==> src/rtl/intc_pkg.sv <==
// Package: shared constants and decode record for the interrupt controller.
// Assumes a 12-bit word address split into a 2-bit region and a 10-bit body.
package intc_pkg;

    localparam int ADDR_W = 12;

    // Event kind codes placed in bits [17:16] of an event value
    typedef enum logic [1:0] {
        EV_NONE = 2'd0,
        EV_HW   = 2'd1,
        EV_IPI  = 2'd2
    } ev_kind_e;

    localparam int KIND_LSB = 16;

    // Address regions
    localparam logic [1:0] RG_LOCAL = 2'd0;
    localparam logic [1:0] RG_CPU   = 2'd1;
    localparam logic [1:0] RG_BANK  = 2'd2;
    localparam logic [1:0] RG_AFF   = 2'd3;

    // View register offsets
    localparam logic [3:0] VO_EVENT   = 4'd0;
    localparam logic [3:0] VO_IPI_SET = 4'd1;
    localparam logic [3:0] VO_IPI_CLR = 4'd2;
    localparam logic [3:0] VO_IPI_STS = 4'd3;

    // Bank functions
    localparam logic [3:0] BF_MASK_SET = 4'd0;
    localparam logic [3:0] BF_MASK_CLR = 4'd1;
    localparam logic [3:0] BF_SW_SET   = 4'd2;
    localparam logic [3:0] BF_SW_CLR   = 4'd3;
    localparam logic [3:0] BF_HW_STS   = 4'd4;

    // Decoded address fields
    typedef struct packed {
        logic       is_local;
        logic       is_cpu;
        logic       is_bank;
        logic       is_aff;
        logic [5:0] cpu;
        logic [3:0] off;
        logic [3:0] fn;
        logic [5:0] word;
        logic [9:0] idx;
    } dec_t;

endpackage

==> src/rtl/intc_addr_dec.sv <==
// Address decoder: splits a word address into region flags and fields.
// Assumes the region layout of intc_pkg; purely combinational.
module intc_addr_dec
    import intc_pkg::*;
(
    input  logic [ADDR_W-1:0] addr,
    output dec_t              dec
);

    // Region select and field extraction
    always_comb begin
        dec          = '0;
        dec.is_local = (addr[11:10] == RG_LOCAL);
        dec.is_cpu   = (addr[11:10] == RG_CPU);
        dec.is_bank  = (addr[11:10] == RG_BANK);
        dec.is_aff   = (addr[11:10] == RG_AFF);
        dec.cpu      = addr[9:4];
        dec.off      = addr[3:0];
        dec.fn       = addr[9:6];
        dec.word     = addr[5:0];
        dec.idx      = addr[9:0];
    end

endmodule

==> src/rtl/intc_ffs.sv <==
// Find-first-set: reports the lowest set bit of a request vector.
// Assumes W >= 2; idx is zero when nothing is set.
module intc_ffs #(
    parameter int W = 64,
    localparam int IDX_W = $clog2(W)
) (
    input  logic [W-1:0]     req,
    output logic             found,
    output logic [IDX_W-1:0] idx
);

    // Scan from the top so the lowest set bit is the last assignment
    always_comb begin
        found = 1'b0;
        idx   = '0;
        for (int i = W - 1; i >= 0; i--) begin
            if (req[i]) begin
                found = 1'b1;
                idx   = IDX_W'(i);
            end
        end
    end

endmodule

==> src/rtl/intc_cpu_arb.sv <==
// Per-CPU arbiter: ranks this CPU's IPI slots above its hardware sources
// and forms the event value and the interrupt output.
// Assumes live already has masked sources removed.
module intc_cpu_arb
    import intc_pkg::*;
#(
    parameter int NUM_IRQ = 64,
    localparam int IRQ_W = $clog2(NUM_IRQ)
) (
    input  logic [NUM_IRQ-1:0] live,
    input  logic [NUM_IRQ-1:0] aff,
    input  logic [1:0]         ipi,
    output logic [31:0]        ev_word,
    output logic               irq
);

    logic [NUM_IRQ-1:0] visible;
    logic               hw_found;
    logic [IRQ_W-1:0]   hw_idx;

    // Sources this CPU may take
    assign visible = live & aff;

    intc_ffs #(.W(NUM_IRQ)) u_ffs (
        .req   (visible),
        .found (hw_found),
        .idx   (hw_idx)
    );

    // Event value: slot 0, then slot 1, then the lowest hardware source
    always_comb begin
        ev_word = '0;
        if (ipi[0]) begin
            ev_word[KIND_LSB +: 2] = EV_IPI;
        end else if (ipi[1]) begin
            ev_word[KIND_LSB +: 2] = EV_IPI;
            ev_word[0]             = 1'b1;
        end else if (hw_found) begin
            ev_word[KIND_LSB +: 2] = EV_HW;
            ev_word[IRQ_W-1:0]     = hw_idx;
        end
    end

    // Request output from the raw OR of everything this CPU may see
    assign irq = (|visible) | (|ipi);

endmodule

==> src/rtl/intc_automask.sv <==
// Interrupt controller top: holds mask, software trigger, affinity and IPI
// state, decodes the register port and acknowledges on event reads.
// Assumes one access per cycle, hw_irq synchronous to clk, NUM_CPU <= 16,
// NUM_IRQ <= 1024 and 2 <= NUM_CPU.
module intc_automask
    import intc_pkg::*;
#(
    parameter int NUM_IRQ = 64,
    parameter int NUM_CPU = 4,
    localparam int CPU_W = $clog2(NUM_CPU),
    localparam int IRQ_W = $clog2(NUM_IRQ)
) (
    input  logic               clk,
    input  logic               rst_n,
    input  logic [NUM_IRQ-1:0] hw_irq,
    input  logic [CPU_W-1:0]   bus_cpu,
    input  logic               bus_wr,
    input  logic               bus_rd,
    input  logic [ADDR_W-1:0]  bus_addr,
    input  logic [31:0]        bus_wdata,
    output logic [31:0]        bus_rdata,
    output logic [NUM_CPU-1:0] irq_out
);

    dec_t dec;

    logic [NUM_IRQ-1:0]              mask_q, mask_d;
    logic [NUM_IRQ-1:0]              sw_q, sw_d;
    logic [NUM_CPU-1:0][NUM_IRQ-1:0] aff_q, aff_d;
    logic [NUM_CPU-1:0][1:0]         ipi_q, ipi_d;

    logic [NUM_IRQ-1:0]              live;
    logic [NUM_CPU-1:0][31:0]        ev_word;

    logic [5:0]       tgt_full;
    logic [CPU_W-1:0] tgt_cpu;
    logic             view_ok;
    logic [31:0]      ev_sel;
    logic             ev_rd;
    logic             hw_ack;
    logic             ipi_ack;
    logic             bank_wr;
    logic [IRQ_W-1:0] ev_num;

    intc_addr_dec u_dec (
        .addr (bus_addr),
        .dec  (dec)
    );

    // Target CPU of a view access
    always_comb begin
        tgt_full = dec.is_local ? 6'(bus_cpu) : dec.cpu;
        view_ok  = (dec.is_local || dec.is_cpu) && (int'(tgt_full) < NUM_CPU);
        tgt_cpu  = tgt_full[CPU_W-1:0];
    end

    // Effective unmasked requests
    assign live = (hw_irq | sw_q) & ~mask_q;

    generate
        for (genvar c = 0; c < NUM_CPU; c++) begin : g_cpu
            intc_cpu_arb #(.NUM_IRQ(NUM_IRQ)) u_arb (
                .live    (live),
                .aff     (aff_q[c]),
                .ipi     (ipi_q[c]),
                .ev_word (ev_word[c]),
                .irq     (irq_out[c])
            );
        end
    endgenerate

    // Selected event and acknowledge strobes
    always_comb begin
        ev_sel  = view_ok ? ev_word[tgt_cpu] : '0;
        ev_num  = ev_sel[IRQ_W-1:0];
        ev_rd   = bus_rd && view_ok && (dec.off == VO_EVENT);
        hw_ack  = ev_rd && (ev_sel[KIND_LSB +: 2] == EV_HW);
        ipi_ack = ev_rd && (ev_sel[KIND_LSB +: 2] == EV_IPI);
        bank_wr = bus_wr && dec.is_bank;
    end

    // Mask next state: bank writes, then the acknowledge
    always_comb begin
        mask_d = mask_q;
        for (int i = 0; i < NUM_IRQ; i++) begin
            if (bank_wr && dec.word == 6'(i / 32) && bus_wdata[i % 32]) begin
                if (dec.fn == BF_MASK_SET) mask_d[i] = 1'b1;
                if (dec.fn == BF_MASK_CLR) mask_d[i] = 1'b0;
            end
            if (hw_ack && ev_num == IRQ_W'(i)) mask_d[i] = 1'b1;
        end
    end

    // Software trigger next state
    always_comb begin
        sw_d = sw_q;
        for (int i = 0; i < NUM_IRQ; i++) begin
            if (bank_wr && dec.word == 6'(i / 32) && bus_wdata[i % 32]) begin
                if (dec.fn == BF_SW_SET) sw_d[i] = 1'b1;
                if (dec.fn == BF_SW_CLR) sw_d[i] = 1'b0;
            end
        end
    end

    // Affinity next state: one source's CPU set per write
    always_comb begin
        aff_d = aff_q;
        for (int i = 0; i < NUM_IRQ; i++) begin
            if (bus_wr && dec.is_aff && dec.idx == 10'(i)) begin
                for (int c = 0; c < NUM_CPU; c++) aff_d[c][i] = bus_wdata[c];
            end
        end
    end

    // IPI next state: clear, then acknowledge, then raise
    always_comb begin
        ipi_d = ipi_q;
        for (int c = 0; c < NUM_CPU; c++) begin
            if (bus_wr && view_ok && dec.off == VO_IPI_CLR && tgt_cpu == CPU_W'(c)) begin
                if (bus_wdata[0]) ipi_d[c][0] = 1'b0;
                if (bus_wdata[1]) ipi_d[c][1] = 1'b0;
            end
            if (ipi_ack && tgt_cpu == CPU_W'(c)) ipi_d[c][ev_sel[0]] = 1'b0;
            if (bus_wr && view_ok && dec.off == VO_IPI_SET) begin
                if (bus_wdata[c])      ipi_d[c][0] = 1'b1;
                if (bus_wdata[16 + c]) ipi_d[c][1] = 1'b1;
            end
        end
    end

    // State registers with synchronous reset
    always_ff @(posedge clk) begin
        if (!rst_n) begin
            mask_q <= '1;
            sw_q   <= '0;
            aff_q  <= '1;
            ipi_q  <= '0;
        end else begin
            mask_q <= mask_d;
            sw_q   <= sw_d;
            aff_q  <= aff_d;
            ipi_q  <= ipi_d;
        end
    end

    // Read data multiplexer
    always_comb begin
        bus_rdata = '0;
        if (view_ok) begin
            case (dec.off)
                VO_EVENT:   bus_rdata = ev_sel;
                VO_IPI_STS: bus_rdata[1:0] = ipi_q[tgt_cpu];
                default:    bus_rdata = '0;
            endcase
        end else if (dec.is_bank) begin
            for (int i = 0; i < NUM_IRQ; i++) begin
                if (dec.word == 6'(i / 32)) begin
                    case (dec.fn)
                        BF_MASK_SET, BF_MASK_CLR: bus_rdata[i % 32] = mask_q[i];
                        BF_SW_SET, BF_SW_CLR:     bus_rdata[i % 32] = sw_q[i];
                        BF_HW_STS:                bus_rdata[i % 32] = hw_irq[i];
                        default:                  bus_rdata[i % 32] = 1'b0;
                    endcase
                end
            end
        end else if (dec.is_aff) begin
            for (int i = 0; i < NUM_IRQ; i++) begin
                if (dec.idx == 10'(i)) begin
                    for (int c = 0; c < NUM_CPU; c++) bus_rdata[c] = aff_q[c][i];
                end
            end
        end
    end

endmodule

==> config.mk <==
export PLATFORM = sky130hd
export DESIGN_NAME = intc_automask
export DESIGN_NICKNAME = d
export VERILOG_FILES = /design/src/rtl/intc_pkg.sv /design/src/rtl/intc_addr_dec.sv /design/src/rtl/intc_ffs.sv /design/src/rtl/intc_cpu_arb.sv /design/src/rtl/intc_automask.sv
export SDC_FILE = /design/constraint.sdc
export NUM_CORES = 2
export LEC_CHECK = 0
export ABC_CLOCK_PERIOD_IN_PS = 4600
export BUFFER_PORTS_ARGS = -buffer_cell sky130_fd_sc_hd__buf_2
export CAP_MARGIN = 20
export CELL_PAD_IN_SITES_DETAIL_PLACEMENT = 1
export CELL_PAD_IN_SITES_GLOBAL_PLACEMENT = 1
export CORE_ASPECT_RATIO = 1.1
export CORE_MARGIN = 2
export CORE_UTILIZATION = 40
export CTS_CLUSTER_SIZE = 30
export DETAILED_ROUTE_END_ITERATION = 8
export PLACE_DENSITY = 0.83
export SYNTH_ARGS = -nofsm -noshare
export SYNTH_HDL_FRONTEND = slang
export SYNTH_SLANG_ARGS = --single-unit
==> constraint.sdc <==
create_clock -name clk -period 4.6 [get_ports clk]
set_clock_uncertainty 0.2 [all_clocks]
set_input_delay 0.69 -clock clk [delete_from_list [all_inputs] [get_ports clk]]
set_output_delay 0.69 -clock clk [all_outputs]
set_load 0.01 [all_outputs]
**Word-level counts from Yosys, hierarchy flattened**

Cells that the tools add are included.

- Input bits: 114
- Flip-flop bits (word level): 392
- Output and inout port bits: 36

- Eq/ne operators: 142
- Magnitude comparators: 4
- Muxes and demuxes: 778
- Bitwise operators: 17
- Reduce and logical (&&, ||, !) cells: 425

Operators with widths:

| cell | count |
|---|---|
| two-way mux 6 bit | 265 |
| two-way mux 1 bit | 349 |
| AND 64 bit | 5 |
| equality test 10 x 6 -> 1 bit (second input constant) | 32 |
| two-way mux 4 bit | 66 |
| AND reduction 2 bit | 128 |
| OR reduction 64 bit | 4 |
| logical AND 1 bit | 213 |
| equality test 6 bit (second input constant) | 32 |
| case mux 1 bit (3 select lines) | 64 |
| equality test 10 x 5 -> 1 bit (second input constant) | 16 |
| OR reduction 2 bit | 70 |
| equality test 6 x 5 -> 1 bit (second input constant) | 16 |
| two-way mux 32 bit | 3 |
| equality test 10 x 4 -> 1 bit (second input constant) | 8 |
| binary-select mux 32 bit (select 2 bit) | 1 |
| NOT 64 bit | 1 |
| OR 64 bit | 1 |
| equality test 6 x 4 -> 1 bit (second input constant) | 8 |
| two-way mux 2 bit | 21 |
| equality test 10 x 3 -> 1 bit (second input constant) | 4 |
| two-way mux 30 bit | 1 |
| two-way mux 28 bit | 1 |
| equality test 6 x 3 -> 1 bit (second input constant) | 4 |
| 27 further kinds | 53 |

**Longest topological paths before layout**

- Depth in word-level cells: 82
- Gate-level depth with buffers: 15

**By module**

A second synthesis with hierarchy kept.

- Cells, all modules: 4133
- Area, all modules: 28223.3 um2

Modules (own cells, without submodules):

| module | sequential area each (um2) | cells an instance | instances | area an instance (um2) |
|---|---|---|---|---|
| intc_automask | 7847.5 | 3023 | 1 | 21410.5 |
| intc_cpu_arb | 0.0 | 129 | 4 | 877.1 |
| intc_ffs | 0.0 | 140 | 4 | 763.2 |
| intc_addr_dec | 0.0 | 34 | 1 | 251.5 |

**Worst setup path after synthesis**

No wires, ideal clock.

- Path kind: in2out
- From: in bus_addr[5]
- To: out bus_rdata[0]
- Setup slack: 0.581 ns
- Stages: 12
- Arrival: 3.129 ns
- Required time: 3.710 ns
- Cells stage by stage: clkbuf_1 or4b_2 clkbuf_1 nor3_1 clkbuf_1 a311o_1 o21ai_0 o221ai_1 a21oi_1 o22ai_1 a41oi_1 o22ai_1

- Longest elaborated chain between the ends: 68
- Elaborated cells between the ends (all ways): 144

Ends and longest elaborated chain:

| element | RTL line | text |
|---|---|---|
| from (decl) | intc_automask.sv:19 | `input logic [ADDR_W-1:0] bus_addr,` |
| logical NOT 10 bit | intc_automask.sv:168 | `if (dec.idx == 10'(i)) begin` |
| two-way mux 4 bit (64 in series) | intc_automask.sv:168 |  |
| two-way mux 4 bit | intc_automask.sv:166 | `end else if (dec.is_aff) begin` |
| two-way mux 4 bit | intc_automask.sv:155 | `end else if (dec.is_bank) begin` |
| two-way mux 32 bit (*) | intc_automask.sv:149 | `if (view_ok) begin` |
| to (decl) | intc_automask.sv:21 | `output logic [31:0] bus_rdata,` |

Every way passes the cells marked *; elsewhere a longest branch is shown, timed or not. The select of a mux whose other input is x is not followed.

**Worst setup path in the final report**

- From: reg sw_q[60]
- To: out bus_rdata[1]

- Longest elaborated chain between the ends: 72
- Elaborated cells between the ends (all ways): 511

Ends and longest elaborated chain:

| element | RTL line | text |
|---|---|---|
| from (decl) | intc_automask.sv:28 | `logic [NUM_IRQ-1:0] sw_q, sw_d;` |
| from (signal assigned) | intc_automask.sv:140 | `sw_q <= sw_d;` |
| OR 64 bit (*) | intc_automask.sv:58 | `assign live = (hw_irq \| sw_q) & ~mask_q;` |
| AND 64 bit (*) | intc_automask.sv:58 |  |
| AND 64 bit | intc_cpu_arb.sv:22 | `assign visible = live & aff;` |
| two-way mux 6 bit / two-way mux 1 bit (equally long branches) (61 in series) | intc_ffs.sv:17 | `if (req[i]) begin` |
| two-way mux 6 bit | intc_cpu_arb.sv:38 | `end else if (hw_found) begin` |
| two-way mux 5 bit | intc_cpu_arb.sv:35 | `end else if (ipi[1]) begin` |
| two-way mux 6 bit | intc_cpu_arb.sv:33 | `if (ipi[0]) begin` |
| binary-select mux 32 bit (select 2 bit) (*) | intc_automask.sv:74 | `ev_sel = view_ok ? ev_word[tgt_cpu] : '0;` |
| two-way mux 32 bit (implied by the code) (*) | intc_automask.sv:74 |  |
| two-way mux 32 bit (*) | intc_automask.sv:74 |  |
| case mux 2 bit (2 select lines) (*) | intc_automask.sv:150 | `case (dec.off)` |
| two-way mux 32 bit (*) | intc_automask.sv:149 |  |

Marks and branches as above.

==> flow_summary.html <==
<table>
<tr><th>Metric</th><th>Value</th></tr>
<tr><th colspan="2">Global routing</th></tr>
<tr><td>Number of global-route vias before repair</td><td>about 32000</td></tr>
<tr><td>Overall track demand over capacity in global routing</td><td>0.412</td></tr>
<tr><td>Number of antenna violations at the first check in global routing</td><td>10</td></tr>
<tr><td>Maximum number of pins on one net before global-route repair</td><td>approximately 130</td></tr>
<tr><td>First-pass GRT wire length</td><td>around 210 mm</td></tr>
<tr><td>Overflow after GRT</td><td>0</td></tr>
<tr><th colspan="2">CTS</th></tr>
<tr><td>Post-CTS clock slew at the launch and capture registers of the worst setup and hold paths</td><td>0.07 ns</td></tr>
<tr><td>Longest Clk Path Bufs</td><td>3</td></tr>
<tr><td>H-tree depth</td><td>2</td></tr>
<tr><td>TritonCTS Sinks</td><td>392</td></tr>
<tr><td>Clock network latency to the later pin of the worst-skew pair</td><td>about 0.60 ns</td></tr>
<tr><td>Clock buffer count from CTS</td><td>42</td></tr>
<tr><td>CTS tree</td><td>done</td></tr>
<tr><td>Number of hold-repair buffers added at the cts stage</td><td>0</td></tr>
<tr><td>Cell at the root of the clock tree</td><td>clkbuf_16</td></tr>
<tr><th colspan="2">Setup path</th></tr>
<tr><td>Kind of capture point of the worst setup path</td><td>output port</td></tr>
<tr><td>Crit path required time</td><td>3.71 ns</td></tr>
<tr><td>FF-to-FF path depth</td><td>13</td></tr>
<tr><td>Critical Path Source Type</td><td>flip-flop</td></tr>
<tr><td>Data arrival time of the critical path</td><td>about 3.7 ns</td></tr>
<tr><td>Critical Path Fanout Max</td><td>6</td></tr>
<tr><td>Critical path class</td><td>reg2out</td></tr>
<tr><th colspan="2">Logic synthesis</th></tr>
<tr><td>Distinct cells, synth</td><td>between 90 and 100</td></tr>
<tr><td>Post-Synth Simple-Gate Area</td><td>0.244</td></tr>
<tr><td>Post-synthesis area per instance</td><td>~7.4 um^2</td></tr>
<tr><td>Most used flip-flop cell after synthesis</td><td>dfxtp_1</td></tr>
<tr><td>Number of warnings issued by yosys</td><td>0</td></tr>
<tr><td>Compound-Gate Fraction of Synth Area</td><td>0.313</td></tr>
<tr><td>Share of flip-flops with an asynchronous set or reset</td><td>0</td></tr>
<tr><td>Synthesis-stage register bit count</td><td>392</td></tr>
<tr><td>Sequential fraction of the synthesis area</td><td>0.299</td></tr>
<tr><td>Share of cell area taken by muxes after synthesis</td><td>0.0857</td></tr>
<tr><td>Adder-Cell Fraction of Synth Area</td><td>0</td></tr>
<tr><td>EDFF count, synth</td><td>0</td></tr>
<tr><td>Combinational family with the most area after synthesis</td><td>compound AO/OA/AOI/OAI gates</td></tr>
<tr><td>Nets in the synthesized netlist</td><td>about 3700</td></tr>
<tr><td>Xor/xnor cell area share of the yosys netlist</td><td>0</td></tr>
<tr><td>Syn Std Cell Area</td><td>26300 um^2</td></tr>
<tr><td>Cell count after synthesis</td><td>3567</td></tr>
<tr><th colspan="2">Layout</th></tr>
<tr><td>Share of final-layout standard cells stronger than drive strength 1</td><td>0.218</td></tr>
<tr><td>Net total in the final layout</td><td>slightly below 4000</td></tr>
<tr><td>Non-Filler Instances</td><td>~4700</td></tr>
<tr><td>Area added between synthesis and finish</td><td>22.4%</td></tr>
<tr><td>Core occupancy in the finished layout</td><td>0.495</td></tr>
<tr><td>Number of filler cells placed in the layout</td><td>8041</td></tr>
<tr><th colspan="2">Worst hold path</th></tr>
<tr><td>Hold Path Stages</td><td>2</td></tr>
<tr><td>Class of the most critical hold timing path</td><td>in2reg</td></tr>
<tr><th colspan="2">Status</th></tr>
<tr><td>Status</td><td>complete, but fails checks</td></tr>
<tr><td>Failing checks</td><td>negative setup slack</td></tr>
<tr><th colspan="2">Die</th></tr>
<tr><td>Number of top-level design ports</td><td>150</td></tr>
<tr><td>Die width</td><td>around 250 um</td></tr>
<tr><td>Die Span Y</td><td>273 um</td></tr>
<tr><td>Num rows</td><td>98</td></tr>
<tr><td>Core outline area</td><td>~65000 um^2</td></tr>
<tr><td>Die ar.</td><td>67800 um^2</td></tr>
<tr><td>Initial Utilization</td><td>0.405</td></tr>
<tr><th colspan="2">Timing</th></tr>
<tr><td>Final critical delay including setup and external delays</td><td>approximately 4.6 ns</td></tr>
<tr><td>Period utilisation layout</td><td>1.00</td></tr>
<tr><td>Least setup slack across all paths after layout</td><td>-0.00516 ns</td></tr>
<tr><td>Number of endpoints with negative hold slack in the final report</td><td>0</td></tr>
<tr><td>Slew headroom</td><td>0.346</td></tr>
<tr><td>Max-slew violations</td><td>0</td></tr>
<tr><td>Number of failing setup endpoints in the final timing report</td><td>1</td></tr>
<tr><td>Slew at the pin with the worst max-slew slack</td><td>between 0.9 and 1 ns</td></tr>
<tr><td>Fmax achieved</td><td>roughly 220 MHz</td></tr>
<tr><td>Sum of negative setup slack</td><td>-0.00516 ns</td></tr>
<tr><th colspan="2">Power and ir drop</th></tr>
<tr><td>VDD IR-drop max</td><td>about 0.00026 V</td></tr>
<tr><td>Leakage power total</td><td>12.7 nW</td></tr>
<tr><td>Power density over the cells</td><td>245 nW/um^2</td></tr>
<tr><th colspan="2">Placed design</th></tr>
<tr><td>I/O Buffers</td><td>approximately 150</td></tr>
<tr><td>Half-perimeter wire length after placement</td><td>111 mm</td></tr>
<tr><td>Dpl ws</td><td>-0.268 ns</td></tr>
<tr><td>Instance count after placement with tap cells included</td><td>approximately 4600</td></tr>
<tr><td>Placer's final routability congestion estimate</td><td>1.10</td></tr>
<tr><th colspan="2">Detailed routing</th></tr>
<tr><td>Length of the first detailed-routing pass in iterations</td><td>6</td></tr>
<tr><td>Routed wire length</td><td>around 150 mm</td></tr>
<tr><td>Via density per instance</td><td>6.88</td></tr>
<tr><td>Antenna-violating nets left</td><td>0</td></tr>
<tr><td># DRC</td><td>0</td></tr>
<tr><td>Via count</td><td>between 30000 and 40000</td></tr>
<tr><td>Wire per inst</td><td>approximately 31 um</td></tr>
<tr><td>Violation count after the first detailed-route iteration</td><td>about 3600</td></tr>
<tr><th colspan="2">Run</th></tr>
<tr><td>Number of violations of the max-capacitance limit</td><td>0</td></tr>
</table>
==> state kept, by name (all words and copies together) (netlist names) <==
register,flops
mask_q,64
ipi_q,8
aff_q,256
sw_q,64
==> synthesized netlist by cell type, types with 35 or more instances <==
| library cell | number | share of area |
|---|---|---|
| o21ai_0 | 248 | 0.047 |
| o211ai_1 | 53 | 0.015 |
| a21oi_1 | 187 | 0.036 |
| o21ba_2 | 35 | 0.013 |
| a311oi_1 | 75 | 0.025 |
| mux2i_1 | 190 | 0.072 |
| clkbuf_1 | 197 | 0.028 |
| o31ai_1 | 36 | 0.010 |
| a22oi_1 | 169 | 0.048 |
| dfxtp_1 | 392 | 0.30 |
| nor2_1 | 176 | 0.025 |
| nand3_1 | 225 | 0.043 |
| a221oi_1 | 72 | 0.024 |
| nor3_1 | 38 | 0.0072 |
| nand4_1 | 47 | 0.011 |
| buf_2 | 66 | 0.013 |
| nand2_1 | 791 | 0.11 |
==> power by group <==
group / internal (W) / switching, W / total, W
logic: 0.000253 / 0.000598 / 0.000851
registers: 0.00339 / 0.00000134 / 0.00340
clock network: 0.00207 / 0.00156 / 0.00363
==> cell families after synthesis <==
family	Yosys count
AOI/OAI and AO/OA	1165
DFF	392
and+or+nand+nor	1433
buffers and inverters	362
muxes	215
==> through the flow <==
stage | area [um^2] | hold slack (ns) | power [W]
floorplan | 26300 | 0.262 | 0.00387
global placement | 30000 | 0.287 | 0.00425
detailed placement | 30000 | 0.293 | 0.00426
CTS | 31600 | 0.194 | 0.00784
global route | 32200 | 0.226 | 0.00801
finish | 32200 | 0.199 | 0.00788
==> routing by layer <==
| layer | GRT usage | part of all wire | vias up |
|---|---|---|---|
| met5 | 0 | 0.00028 | - |
| li1 | - | - | 13800 |
| met2 | 0.651 | 0.44 | 2224 |
| met3 | 0.0903 | 0.11 | 626 |
| met1 | 0.503 | 0.38 | 15900 |
| met4 | 0.279 | 0.082 | 6 |
==> worst paths after layout <==
path	startpoint	end	slack, ns
worst max-delay path	sw_q[60]	bus_rdata[1]	-0.005
worst min-delay path	bus_wdata[25]	sw_q[25]	0.20
worst max register to register	sw_q[40]	mask_q[9]	0.59
worst min register to register	aff_q[19]	aff_q[19]	0.30
==> timing repair <==
item,CTS,global route
gates resized for setup,43,104
pin swaps,3,19
endpoints found under the setup margin,6,7
setup buffers,0,9
==> placed cells by master, fill, tap and decap left out, types with 43 or more instances in the layout <==
cell and count:
dfxtp_1 390, nand2_1 791, clkbuf_16 43, nand3_1 221, nor2_1 169, a21oi_1 187
a22oi_1 128, buf_4 389, nand4_1 47, o21ai_0 243, a221oi_1 70, mux2i_1 190
buf_2 145, o211ai_1 53, a311oi_1 71
==> area by class of cell <==
class / instances / area (um^2) / share of cell area
antenna: 8 / 20.0 / 0.000622
clock buffer: 61 / 1250 / 0.0390
clock inverter: 15 / 185 / 0.00576
inverter: 31 / 119 / 0.00370
multi-input combinational: 2813 / 17600 / 0.547
sequential: 392 / 7850 / 0.244
tap: 850 / 1060 / 0.0331
timing repair buffer: 557 / 4100 / 0.127
==> worst max-delay path, cell delays in order (launching register included) <==
cell	delay [ns]
dfxtp_1	0.36
o21ba_2	0.29
a22oi_1	0.34
nor2b_1	0.18
nor3_1	0.06
o21ai_1	0.26
a21oi_1	0.22
o41ai_2	0.40
nand4_1	0.28
o221ai_2	0.23
o41a_1	0.30
buf_2	0.18
No activity file was read; power rests on OpenSTA's default activity.
